===== config.mk =====
export PLATFORM = sky130hd
export DESIGN_NAME = dma_chan_status
export DESIGN_NICKNAME = d
export VERILOG_FILES = /design/src/rtl/dma_chan_status.sv
export SDC_FILE = /design/constraint.sdc
export NUM_CORES = 1
export LEC_CHECK = 0
export BUFFER_PORTS_ARGS = -buffer_cell sky130_fd_sc_hd__clkbuf_2
export CAP_MARGIN = 25
export CORE_MARGIN = 5
export CORE_UTILIZATION = 31
export CTS_BUF_LIST = sky130_fd_sc_hd__clkbuf_8
export CTS_CLUSTER_DIAMETER = 80
export DETAILED_ROUTE_END_ITERATION = 7
export PLACE_DENSITY = 0.85
export SLEW_MARGIN = 20
export SYNTH_ARGS = -nofsm -noshare
export SYNTH_HDL_FRONTEND = slang
export SYNTH_SLANG_ARGS = --single-unit
export TNS_END_PERCENT = 5

===== constraint.sdc =====
create_clock -name clk -period 2.6 [get_ports clk]
set_input_delay 0.65 -clock clk [delete_from_list [all_inputs] [get_ports clk]]
set_output_delay 0.65 -clock clk [all_outputs]
set_load 0.01 [all_outputs]

===== src/rtl/dma_chan_status.sv =====
module dma_chan_status (
  input  logic        clk,
  input  logic        rst_n,
  input  logic        wr_en,
  input  logic [31:0] wr_data,
  output logic [31:0] rd_data,
  input  logic        ie_done,
  input  logic        ie_fault,
  input  logic        start_req,
  output logic        start_go,
  input  logic        ev_done,
  input  logic        ev_src_err,
  input  logic        ev_dst_err,
  input  logic        ev_cfg_err,
  output logic        irq_done,
  output logic        irq_fault
);

  localparam int BUSY_B = 31;
  localparam int DONE_B = 23;
  localparam int FLT_B  = 22;

  logic       busy, done, fault;
  logic [2:0] cause;

  logic       refused, any_err, fault_set, fault_clr, done_clr;
  logic [2:0] new_cause;

  assign refused   = start_req & (done | fault);
  assign start_go  = start_req & ~done & ~fault;
  assign new_cause = {ev_src_err, ev_dst_err, ev_cfg_err | refused};
  assign any_err   = |new_cause;
  assign fault_set = any_err;
  assign fault_clr = wr_en & ~wr_data[FLT_B] & ~fault_set;
  assign done_clr  = wr_en & ~wr_data[DONE_B] & ~ev_done;

  always_ff @(posedge clk) begin
    if (!rst_n) begin
      busy  <= 1'b0;
      done  <= 1'b0;
      fault <= 1'b0;
      cause <= 3'b000;
    end else begin
      busy <= start_go | (busy & ~(ev_done | any_err));

      if (ev_done)       done <= 1'b1;
      else if (done_clr) done <= 1'b0;

      if (fault_set)      fault <= 1'b1;
      else if (fault_clr) fault <= 1'b0;

      if (fault_clr) cause <= 3'b000;
      else           cause <= cause | new_cause;
    end
  end

  always_comb begin
    rd_data         = '0;
    rd_data[BUSY_B] = busy;
    rd_data[DONE_B] = done;
    rd_data[FLT_B]  = fault;
    rd_data[20:18]  = cause;
  end

  assign irq_done  = done & ie_done;
  assign irq_fault = fault & ie_fault;

endmodule



==> results.md, run 1 <==
- The number of DRC markers after the initial detailed-route iteration is 2.
- For the worst setup path, the data arrival time is ~1200 ps.
- For the worst flop-to-flop path, the logic depth is 3.
- Summing all multi-input logic gate instances after layout gives 249.0 sq um.
- The number of distinct library cells after synthesis is 16.
- The number of vias after detailed routing is 332.
- The number of resized instances in the post-cts repair step is 0.
- In this run the horizontal extent of the chip is about 50 um.
- The number of max-slew violations in the final report is 0.
- In this run the worst path has a maximum fanout of 2.
- The critical path ends at start_go.
- The largest net degree at the start of global routing is 6.
- The number of antenna violations at the first check in global routing came to 0.
- The portion of synthesized area spent on multiplexers is 0%.
- The CTS tree is done.
- The repair_antennas step left the layout with diodes totalling 0.
- Setup repair after global routing left no endpoint under its margin.
- In this run the biggest area consumer among cell types represents approximately 44% of the synthesized area.
- The routability-driven placement congestion ratio is ~0.70.
- Counting flops and latches in the post-synthesis netlist gives 6.
- In the global route stage, overall resource usage came out at under 10%.
- The number of placed instances, taps included, is 88.
- The number of hold buffers added after cts is 0.
- The post-place instance area is between 400 and 500 sq um.
- Row generation in the floorplan step produced 14 rows.
- The first-pass GRT wire length is between 1 and 1.5 mm.
- The library cell used most frequently in the layout, excluding fill and tap cells, is conb_1.
- After clock tree synthesis, the clock-pin slew on the worst setup and hold paths is around 30 ps.
- The vertical die dimension is around 50 um.
- The worst flop-to-flop path startpoint is fault.
- Setup violations remaining at the end of the flow were counted as 0.
- a little under 80 I/O pins were placed.
- Setup slack on the worst reg-to-reg path comes out at 1530 ps.
- For the final database, setup skew stands at roughly 0.84 ps.
- The endpoint of the most critical register-to-register path is cause[0].
- The sort of element at the end of the critical path is an output port.
- The detailed-route vias per instance is 3.648.
- The deepest level of the CTS H-tree is 1.
- The min-delay analysis places its worst path in the category reg -> reg.
- The library cells used most frequently in the layout, excluding fill and tap cells, are conb_1, clkbuf_2, dfxtp_1.
- The cell area power density is 561.0 mW/mm^2.
- The number of setup buffers added after CTS is 0.
- The number of buffers created by CTS is 3.
- Relative to the synthesized area, the layout overhead comes to 7.614%.
- The post-detailed-route count of antenna-violating nets is 0.
- The total routed wirelength is between 800 and 900 um.
- The post-synthesis simple-gate area fraction is roughly 19%.
- The HPWL after detailed placement is a little under 800 um.
- The post-synthesis compound-gate area fraction is 11.42%.
- After synthesis, the largest family of logic cells by area is buffers and inverters.
- The number of failing hold endpoints at the final stage is 0.
- Input and output buffers added on the ports amount to 20.
- In this run the worst setup path begins at start_req.
- After floorplanning, the core was sized to cover roughly 0.0015 sq mm.
- The net count of the finished layout is 119.
- The register cell area after layout is 120.1 sq um.
- The largest buffer count on any clock path is 2.
- After detailed routing, the average wire length per cell comes to ~9.7 um.
- The synthesized-area fraction occupied by xor and xnor cells is 0%.
- The first TritonRoute pass finished after 2 iterations.
- The post-route netlist has a little over a third of its cells at a drive strength greater than 1.
- The flow ran to the end, and the final reports show no timing, DRC or antenna violations.
- The clock insertion delay at the later pin of the skew report is between 200 and 250 ps.
- Yosys printed 0 warnings.
- The number of cells in the finished layout apart from fillers is 91.
- The worst IR drop on VDD is roughly 0.25 mV.
- The fraction of the cycle the final worst path needs is ~70%.
- The clock sink count is 6.
- A synthesized cell averages 8.803 sq um.
- The worst path setup slack after routing is between 700 and 800 ps.
- After routing the design area is 530.5 sq um.
- The data required time of the worst path is between 1500 and 2000 ps.
- The startpoint type of the worst setup path is a primary input.
- For this run, the top clock speed supported by timing is between 500 and 600 MHz.
- The path type of the worst setup path is in -> out.
- Summing the sequential cell areas from Yosys gives between 20% and 30% of the chip area.
- The final-layout fill cell count is 169.
- The cell count after synthesis is 56.
- The starting density of the core is between 30 and 40%.
- The mapped netlist covers between 400 and 500 sq um.
- The count of maximum capacitance violations is 0.
- The via count of the first global-routing pass is around 320.
- The cell accounting for the most synthesized area is buf_4.
- The adder-cell share of the synthesized area is 0%.
- The floorplan step defined a die boundary enclosing between 0.002 and 0.0025 sq mm.
- By area the synthesized netlist is led by buf_4, dfxtp_1, o31ai_4, nor2_1, nor4b_2.
- Prior to clock tree synthesis, the placed netlist has a worst setup slack of approximately 760 ps.
- In this run the static leakage power is 0.2841 nW.
- After routing, the total negative slack on setup checks comes to 0 ps.
- The cell sitting at the root of the clock tree is a clkbuf_8.
- Global routing finished with a remaining overflow of 0.
- After detailed routing, the number of remaining DRC violations is 0.
- The final critical path time including I/O delays and setup is around 1800 ps.
==> stage by stage <==
stage | hold WS [ps] | total power, mW | util (%)
2_1_floorplan | 488.7 | 0.1744 | -
3_3_place_gp | 448.0 | 0.1618 | 32.48
5_1_grt | 494.3 | 0.3190 | 35.22
3_5_place_dp | 451.6 | 0.1635 | 32.48
4_1_cts | 469.9 | 0.3024 | 35.22
6_report | 465.4 | 0.2976 | 35.22
==> power breakdown <==
group / switching [mW] / internal (mW) / total (mW) / leakage [nW]
logic: 0.0377 / 0.0210 / 0.0587 / 0.212
registers: 0.00486 / 0.0991 / 0.104 / 0.0502
clock network: 0.0358 / 0.0991 / 0.135 / 0.0216
==> cells by family (layout without fill, tap and decap cells) <==
family                 after synthesis  in the layout
buffers and inverters               29             23
and+or+nand+nor                     15             15
DFF                                  6              6
AOI/OAI and AO/OA                    5              5
other                                1             26
==> flip-flops by register name, indices dropped and copies added, names as in the netlist <==
signal,count
fault,1
cause,3
done,1
busy,1
==> layout make-up <==
class	count	share of cell area (%)
Clock buffer	3	7.783
Multi-Input combinational cell	46	46.93
Sequential cell	6	22.64
Tap cell	16	3.774
Timing Repair Buffer	20	18.87
==> worst min-delay path by stage <==
stage               startpoint  cells past startpoint       end
floorplan             cause[1]                      2  cause[1]
global placement      cause[1]                      2  cause[1]
detailed placement    cause[1]                      2  cause[1]
CTS                   cause[1]                      2  cause[1]
global route          cause[1]                      2  cause[1]
finish                cause[1]                      2  cause[1]
==> critical path, stage by stage <==
cell,delay [ps]
clkbuf_2,90
nor3b_1,250
clkbuf_2,180
==> cells in the mapped netlist <==
library cell / n
buf_4: 29
dfxtp_1: 6
nor2_1: 5
and2_1: 2
nand2b_1: 2
nor2b_1: 2
a211oi_1: 1
a21oi_1: 1
conb_1: 1
nor3_1: 1
nor3b_1: 1
nor4b_2: 1
o21a_1: 1
o21a_4: 1
o31ai_4: 1
or3_4: 1
==> metal layers <==
| layer | GRT usage (%) | share of wire, % | vias to the layer above |
|---|---|---|---|
| met1 | 6.934 | 31 | 137 |
| met3 | 6.928 | 23 | 0 |
| met2 | 11.86 | 46 | 31 |
| met4 | 1.310 | 0 | 0 |
| met5 | 0 | 0 | - |
| li1 | - | - | 164 |
Note: power is estimated with default switching activity, not from simulation.
==> run 2, diff against run 1 <==
--- a/config.mk
+++ b/config.mk
@@ -8,11 +8,11 @@
 export BUFFER_PORTS_ARGS = -buffer_cell sky130_fd_sc_hd__clkbuf_2
 export CAP_MARGIN = 25
 export CORE_MARGIN = 5
-export CORE_UTILIZATION = 31
+export CORE_UTILIZATION = 26
 export CTS_BUF_LIST = sky130_fd_sc_hd__clkbuf_8
 export CTS_CLUSTER_DIAMETER = 80
 export DETAILED_ROUTE_END_ITERATION = 7
-export PLACE_DENSITY = 0.85
+export PLACE_DENSITY = 0.76
 export SLEW_MARGIN = 20
 export SYNTH_ARGS = -nofsm -noshare
 export SYNTH_HDL_FRONTEND = slang
==> constraint.sdc (replaced) <==
create_clock -name clk -period 1.55 [get_ports clk]
set_input_delay 0.3875 -clock clk [delete_from_list [all_inputs] [get_ports clk]]
set_output_delay 0.3875 -clock clk [all_outputs]
set_load 0.01 [all_outputs]
==> results.md, run 2 (same netlist as run 1, synthesis figures left out) <==
- For this run, the top clock speed supported by timing is ~700 MHz.
- The data required time of the worst path was 1160 ps (was 1950 ps).
- The die area is 0.002867 sq mm (was 0.002488 sq mm).
- The standard cell core area came to 0.001764 sq mm (was 0.001506 sq mm).
- The antenna diode count is 0 (unchanged).
- The maximum clock skew at final layout is 0.5443 ps (was 0.8361 ps).
- The worst path uses between 90% and 100% of the clock period.
- The first-pass GRT wire length is 1.186 mm (was 1.414 mm).
- The number of antenna violations at the first check in global routing was 0 (unchanged).
- The clock sink count was 6 (unchanged).
- The deepest level of the CTS H-tree is 1 (unchanged).
- Status: finished clean (unchanged).
- The cell area power density was 926.4 mW/mm^2 (was 561.0 mW/mm^2).
- The vertical die dimension is 53.55 um (was 49.88 um).
- The routability-driven placement congestion ratio came to 0.6890 (was 0.6989).
- The worst IR drop on VDD was 0.6019 mV (was 0.2522 mV).
- The number of detailed-routing iterations run before antenna repair came to 2 (unchanged).
- The final count of negative-setup-slack endpoints came to 0 (unchanged).
- The number of buffers created by CTS is 3 (unchanged).
- The depth of the worst hold-timing path was 3 (was 2).
- The flip-flop count of the largest register after layout was 3 (unchanged).
- The horizontal die dimension is 53.55 um (was 49.88 um).
- The number of ports placed on the die boundary came to 77 (unchanged).
- The CTS tree is done (unchanged).
- The average wire per cell in the routed design came to 8.880 um (was 9.725 um).
- The number of max-slew violations in the final report was 0 (unchanged).
- The worst path needs between 1000 and 1500 ps of the cycle, external delays included.
- The most frequent standard cell in the layout excluding fill and tap cells is conb_1 (unchanged).
- The number of remaining DRC errors came to 0 (unchanged).
- The setup TNS after final layout is 0 ps (unchanged).
- The count of buffers inserted at the top-level ports came to 20 (unchanged).
- The largest driver fanout on the critical path came to 5 (was 2).
- The count of maximum capacitance violations is 0 (unchanged).
- The number of resized instances in the post-cts repair step came to 0 (unchanged).
- The endpoint arrival time on the critical path is 1040 ps (was 1180 ps).
- The clock transition at the registers of the reported paths came to 30 ps (about the same).
- The number of cells in the finished layout apart from fillers is 100 (was 91).
- The sort of element at the end of the critical path is an output port (unchanged).
- The leakage component of the power came to 0.2841 nW (unchanged).
- The total global routing track utilization is 6.066% (was 7.394%).
- The overall power consumption was 0.5019 mW (was 0.2976 mW).
- The net count of the finished layout came to 119 (unchanged).
- The number of hold buffers added after cts is 0 (unchanged).
- The largest buffer count on any clock path is 2 (unchanged).
- The share of power burned in registers is 34.8% (was 34.9%).
- The root buffer selected by CTS is clkbuf_8 (unchanged).
- The number of DRC markers after the initial detailed-route iteration came to 5 (was 2).
- The internal cell power came to 0.3679 mW (was 0.2192 mW).
- The via count of the first global-routing pass is 288 (was 321).
- The largest net degree at the start of global routing is 6 (unchanged).
- The startpoint type of the worst setup path is a flop (was primary input).
- The post-detailed-placement half-perimeter wirelength was 800.2 um (was 789.6 um).
- The share of power burned in combinational logic is 19.6% (was 19.7%).
- The number of failing hold endpoints at the final stage came to 0 (unchanged).
- The final global-route overflow total is 0 (unchanged).
- The net switching share of the total power is 26.69% (was 26.34%).
- The number of placed instances, taps included is 97 (was 88).
- Most frequent cells in the layout: conb_1, clkbuf_2, dfxtp_1 (unchanged).
- The proportion of layout cells with a drive suffix above 1 is 36.00% (unchanged).
- The number of core rows is 15 (was 14).
- The number of vias after detailed routing is 341 (was 332).
- The power share of the clock group was 45.6% (was 45.3%).
- The total routed wirelength is 888 um (was 885 um).
- The clock insertion delay at the later pin of the skew report is 220 ps (about the same).
- The number of cell instances on the worst register-to-register path is 3 (unchanged).
- The number of setup buffers added after CTS was 0 (unchanged).
- The post-detailed-route count of antenna-violating nets came to 0 (unchanged).
- The register with the most flip-flops is cause (unchanged).
- Setup repair after global routing missed its margin: no (unchanged).
- The area added between synthesis and finish is 9.899% (was 7.614%).
- The detailed-route vias per instance was 3.410 (was 3.648).
- The register-to-register path setup slack is 470 ps (was 1530 ps).
- The path category of the worst min-delay check was in -> reg (was reg -> reg).
- The power dissipated by switching net loads is 0.1340 mW (was 0.07839 mW).
- The starting density of the core is 27.94% (was 32.72%).
- The path type of the worst setup path is reg -> out (was in -> out).
## run 2: worst paths after layout
path,start,to
worst min-delay path,ev_dst_err,cause[1]
worst max register to register,fault,cause[1]
worst min register to register,cause[1],cause[1]
worst max-delay path,fault,start_go
## run 2: stage by stage
| stage | area (sq um) | setup WS (ps) | hold WS, ps | util (%) |
|---|---|---|---|---|
| floorplan | 586.8 | 341.0 | 488.7 | - |
| global placement | 500.5 | 194.3 | 448.2 | 28.37 |
| detailed placement | 500.5 | 169.2 | 463.2 | 28.37 |
| CTS | 541.8 | 100.4 | 410.2 | 30.71 |
| global route | 541.8 | 42.87 | 417.3 | 30.71 |
| finish | 541.8 | 122.9 | 404.8 | 30.71 |
## run 2: final cells by class
cell class	instances	area, sq um
fillers	195	1222
multi-input cells	46	249.0
flip-flops and latches	6	120.1
repair buffers	20	100.1
clock buffers	3	41.29
well taps	25	31.28
## run 2: power by group through the flow
stage          sequential [mW]  clock [mW]  combinational [mW]
2_1_floorplan            0.178           0               0.114
3_5_place_dp             0.177           0              0.0974
4_1_cts                  0.174       0.238              0.0979
5_1_grt                  0.177       0.247               0.111
3_3_place_gp             0.176           0              0.0957
6_report                 0.175       0.229              0.0984
## run 2: routing by layer
layer  GRT usage (%)  routed length [um]
met1           7.370                 337
met2           7.755                 348
met3           4.709                 196
met4           2.553                   5
met5               0                   0
## run 2: worst max-delay path, cell delays in order, from the launching register on
cell and delay (ps):
dfxtp_1 340, nor3b_1 290, clkbuf_2 190
==> run 3, diff against run 2 <==
--- a/config.mk
+++ b/config.mk
@@ -7,6 +7,7 @@
 export LEC_CHECK = 0
 export BUFFER_PORTS_ARGS = -buffer_cell sky130_fd_sc_hd__clkbuf_2
 export CAP_MARGIN = 25
+export CORE_ASPECT_RATIO = 0.7
 export CORE_MARGIN = 5
 export CORE_UTILIZATION = 26
 export CTS_BUF_LIST = sky130_fd_sc_hd__clkbuf_8
==> results.md, run 3 (same netlist as run 1, synthesis figures left out) <==
- Setup repair after global routing missed its margin: no (unchanged).
- The clock transition at the registers of the reported paths is 40 ps (was 30 ps).
- The number of buffers created by CTS is 3 (unchanged).
- The power share of the clock group is 45.0% (was 45.6%).
- The number of max-slew violations in the final report was 0 (unchanged).
- The area added between synthesis and finish is 9.137% (was 9.899%).
- The total routed wirelength is 830 um (was 888 um).
- The utilization of the core after routing is 29.27% (was 30.71%).
- The final global-route overflow total is 0 (unchanged).
- The number of failing hold endpoints at the final stage came to 0 (unchanged).
- The endpoint arrival time on the critical path came to 1000 ps (was 1040 ps).
- The number of vias after detailed routing was 324 (was 341).
- The count of buffers inserted at the top-level ports is 20 (unchanged).
- The layer with the highest usage is met2 (unchanged).
- The overall power consumption was 0.4951 mW (was 0.5019 mW).
- The number of remaining DRC errors is 0 (unchanged).
- The horizontal die dimension is 62.05 um (was 53.55 um).
- The via count of the first global-routing pass is 287 (was 288).
- The worst IR drop on VDD is 0.3107 mV (was 0.6019 mV).
- The path type of the worst setup path is reg -> out (unchanged).
- The number of ports placed on the die boundary is 77 (unchanged).
- The deepest level of the CTS H-tree is 1 (unchanged).
- The flip-flop count of the largest register after layout is 3 (unchanged).
- The register with the most flip-flops was cause (unchanged).
- The post-detailed-placement half-perimeter wirelength is 786.9 um (was 800.2 um).
- The standard cell core area is 0.001838 sq mm (was 0.001764 sq mm).
- The number of detailed-routing iterations run before antenna repair is 1 (was 2).
- The average wire per cell in the routed design was 8.557 um (was 8.880 um).
- The routability-driven placement congestion ratio is 0.6761 (was 0.6890).
- The final critical path time including I/O delays and setup was 1384 ps (was 1427 ps).
- The antenna diode count is 0 (unchanged).
- The vertical die dimension is 46.43 um (was 53.55 um).
- The data required time of the worst path is 1160 ps (about the same).
- The cell type of the slowest stage on the worst timing path is dfxtp_1 (unchanged).
- The detailed-route vias per instance came to 3.340 (was 3.410).
- The family with the most delay on the worst path is flip-flops (unchanged).
- The sort of element at the end of the critical path is an output port (unchanged).
- The power dissipated by switching net loads is 0.1276 mW (was 0.1340 mW).
- The total global routing track utilization is 5.130% (was 6.066%).
- The root buffer selected by CTS is clkbuf_8 (unchanged).
- The setup TNS after final layout is 0 ps (unchanged).
- The largest net degree at the start of global routing is 6 (unchanged).
- The fmax is 722.4 MHz (was 700.7 MHz).
- The internal cell power was 0.3675 mW (was 0.3679 mW).
- The number of antenna violations at the first check in global routing is 0 (unchanged).
- The CTS tree is done (unchanged).
- The die area is 0.002881 sq mm (was 0.002867 sq mm).
- Cells along the critical path: nor3b_1, clkbuf_2 (unchanged).
- The post-place instance area is 496.7 sq um (was 500.5 sq um).
- The fraction of the cycle the final worst path needs is 89.31% (was 92.07%).
- The number of core rows is 13 (was 15).
- The number of resized instances in the post-cts repair step is 0 (unchanged).
- The share of power burned in combinational logic is 19.7% (was 19.6%).
- The clock sink count was 6 (unchanged).
- The net count of the finished layout is 119 (unchanged).
- The global-route track usage on met1 is 4.105% (was 7.370%).
- The buffers plus inverters on the worst setup path is 1 (unchanged).
- The number of setup buffers added after CTS came to 0 (unchanged).
- The leakage component of the power is 0.2841 nW (unchanged).
- The most frequent standard cell in the layout excluding fill and tap cells is conb_1 (unchanged).
- The post-detailed-route count of antenna-violating nets is 0 (unchanged).
- The cell area power density is 920.2 mW/mm^2 (was 926.4 mW/mm^2).
- The largest stage delay on the critical path is 340 ps (about the same).
- Status: finished clean (unchanged).
- The number of DRC markers after the initial detailed-route iteration came to 0 (was 5).
- The number of hold buffers added after cts is 0 (unchanged).
- The largest buffer count on any clock path is 2 (unchanged).
- Most frequent cells in the layout: conb_1, clkbuf_2, dfxtp_1 (unchanged).
- The count of maximum capacitance violations was 0 (unchanged).
- The largest driver fanout on the critical path was 5 (unchanged).
- The path category of the worst min-delay check is in -> reg (unchanged).
- The net switching share of the total power is 25.78% (was 26.69%).
- The share of power burned in registers was 35.2% (was 34.8%).
- The met2 capacity usage during global routing is 9.917% (was 7.755%).
- The starting density of the core is 26.82% (was 27.94%).
- The finished layout cell area is 538.0 sq um (was 541.8 sq um).
- The first-pass GRT wire length is 1.041 mm (was 1.186 mm).
- The clock insertion delay at the later pin of the skew report was 210 ps (was 220 ps).
- The final count of negative-setup-slack endpoints was 0 (unchanged).
- The proportion of layout cells with a drive suffix above 1 is 36.00% (unchanged).
- The startpoint type of the worst setup path is a flop (unchanged).
- The final-layout worst hold slack was 409.1 ps (was 404.8 ps).
- The met3 routing resource usage after global routing is 0.2801% (was 4.709%).
- The maximum clock skew at final layout was 1.841 ps (was 0.5443 ps).
[run 3: cell counts in the layout (fill, tap and decap cells not counted)]
No cell type changed its count.
[run 3: worst paths after layout]
kind              startpoint       end  slack, ps  cells after the start
hold / removal    ev_dst_err  cause[1]        410                      3
hold reg to reg     cause[1]  cause[1]        470                      2
setup reg to reg       fault  cause[0]        490                      3
setup / recovery       fault  start_go        170                      2
[run 3: cell type report]
type	count	area, sq um
fillers	208	1300
well taps	22	27.53
repair buffers	20	100.1
clock buffers	3	41.29
multi-input cells	46	249.0
flip-flops and latches	6	120.1
[run 3: power by group through the flow]
stage / clock network [mW] / registers, mW / logic [mW]
global placement: 0 / 0.177 / 0.0952
CTS: 0.228 / 0.175 / 0.0971
finish: 0.223 / 0.175 / 0.0977
global route: 0.239 / 0.176 / 0.109
detailed placement: 0 / 0.177 / 0.0967
floorplan: 0 / 0.178 / 0.114
[run 3: through the flow]
step	instances	setup WS (ps)
after detailed placement	94	190.1
after global placement	94	191.3
after CTS	97	144.8
after floorplan	81	341.0
final	97	165.7
after global routing	97	121.1
[run 3: worst reg2reg max path, cell delays in order (launching register included)]
cell and delay [ps]:
dfxtp_1 340, o21a_4 250, o31ai_4 270, nor2_1 80
[run 3: per-layer routing]
metal	vias to the layer above	wire length (um)
li1	162	-
met1	145	220
met2	15	507
met3	2	80
met4	0	21
met5	-	0
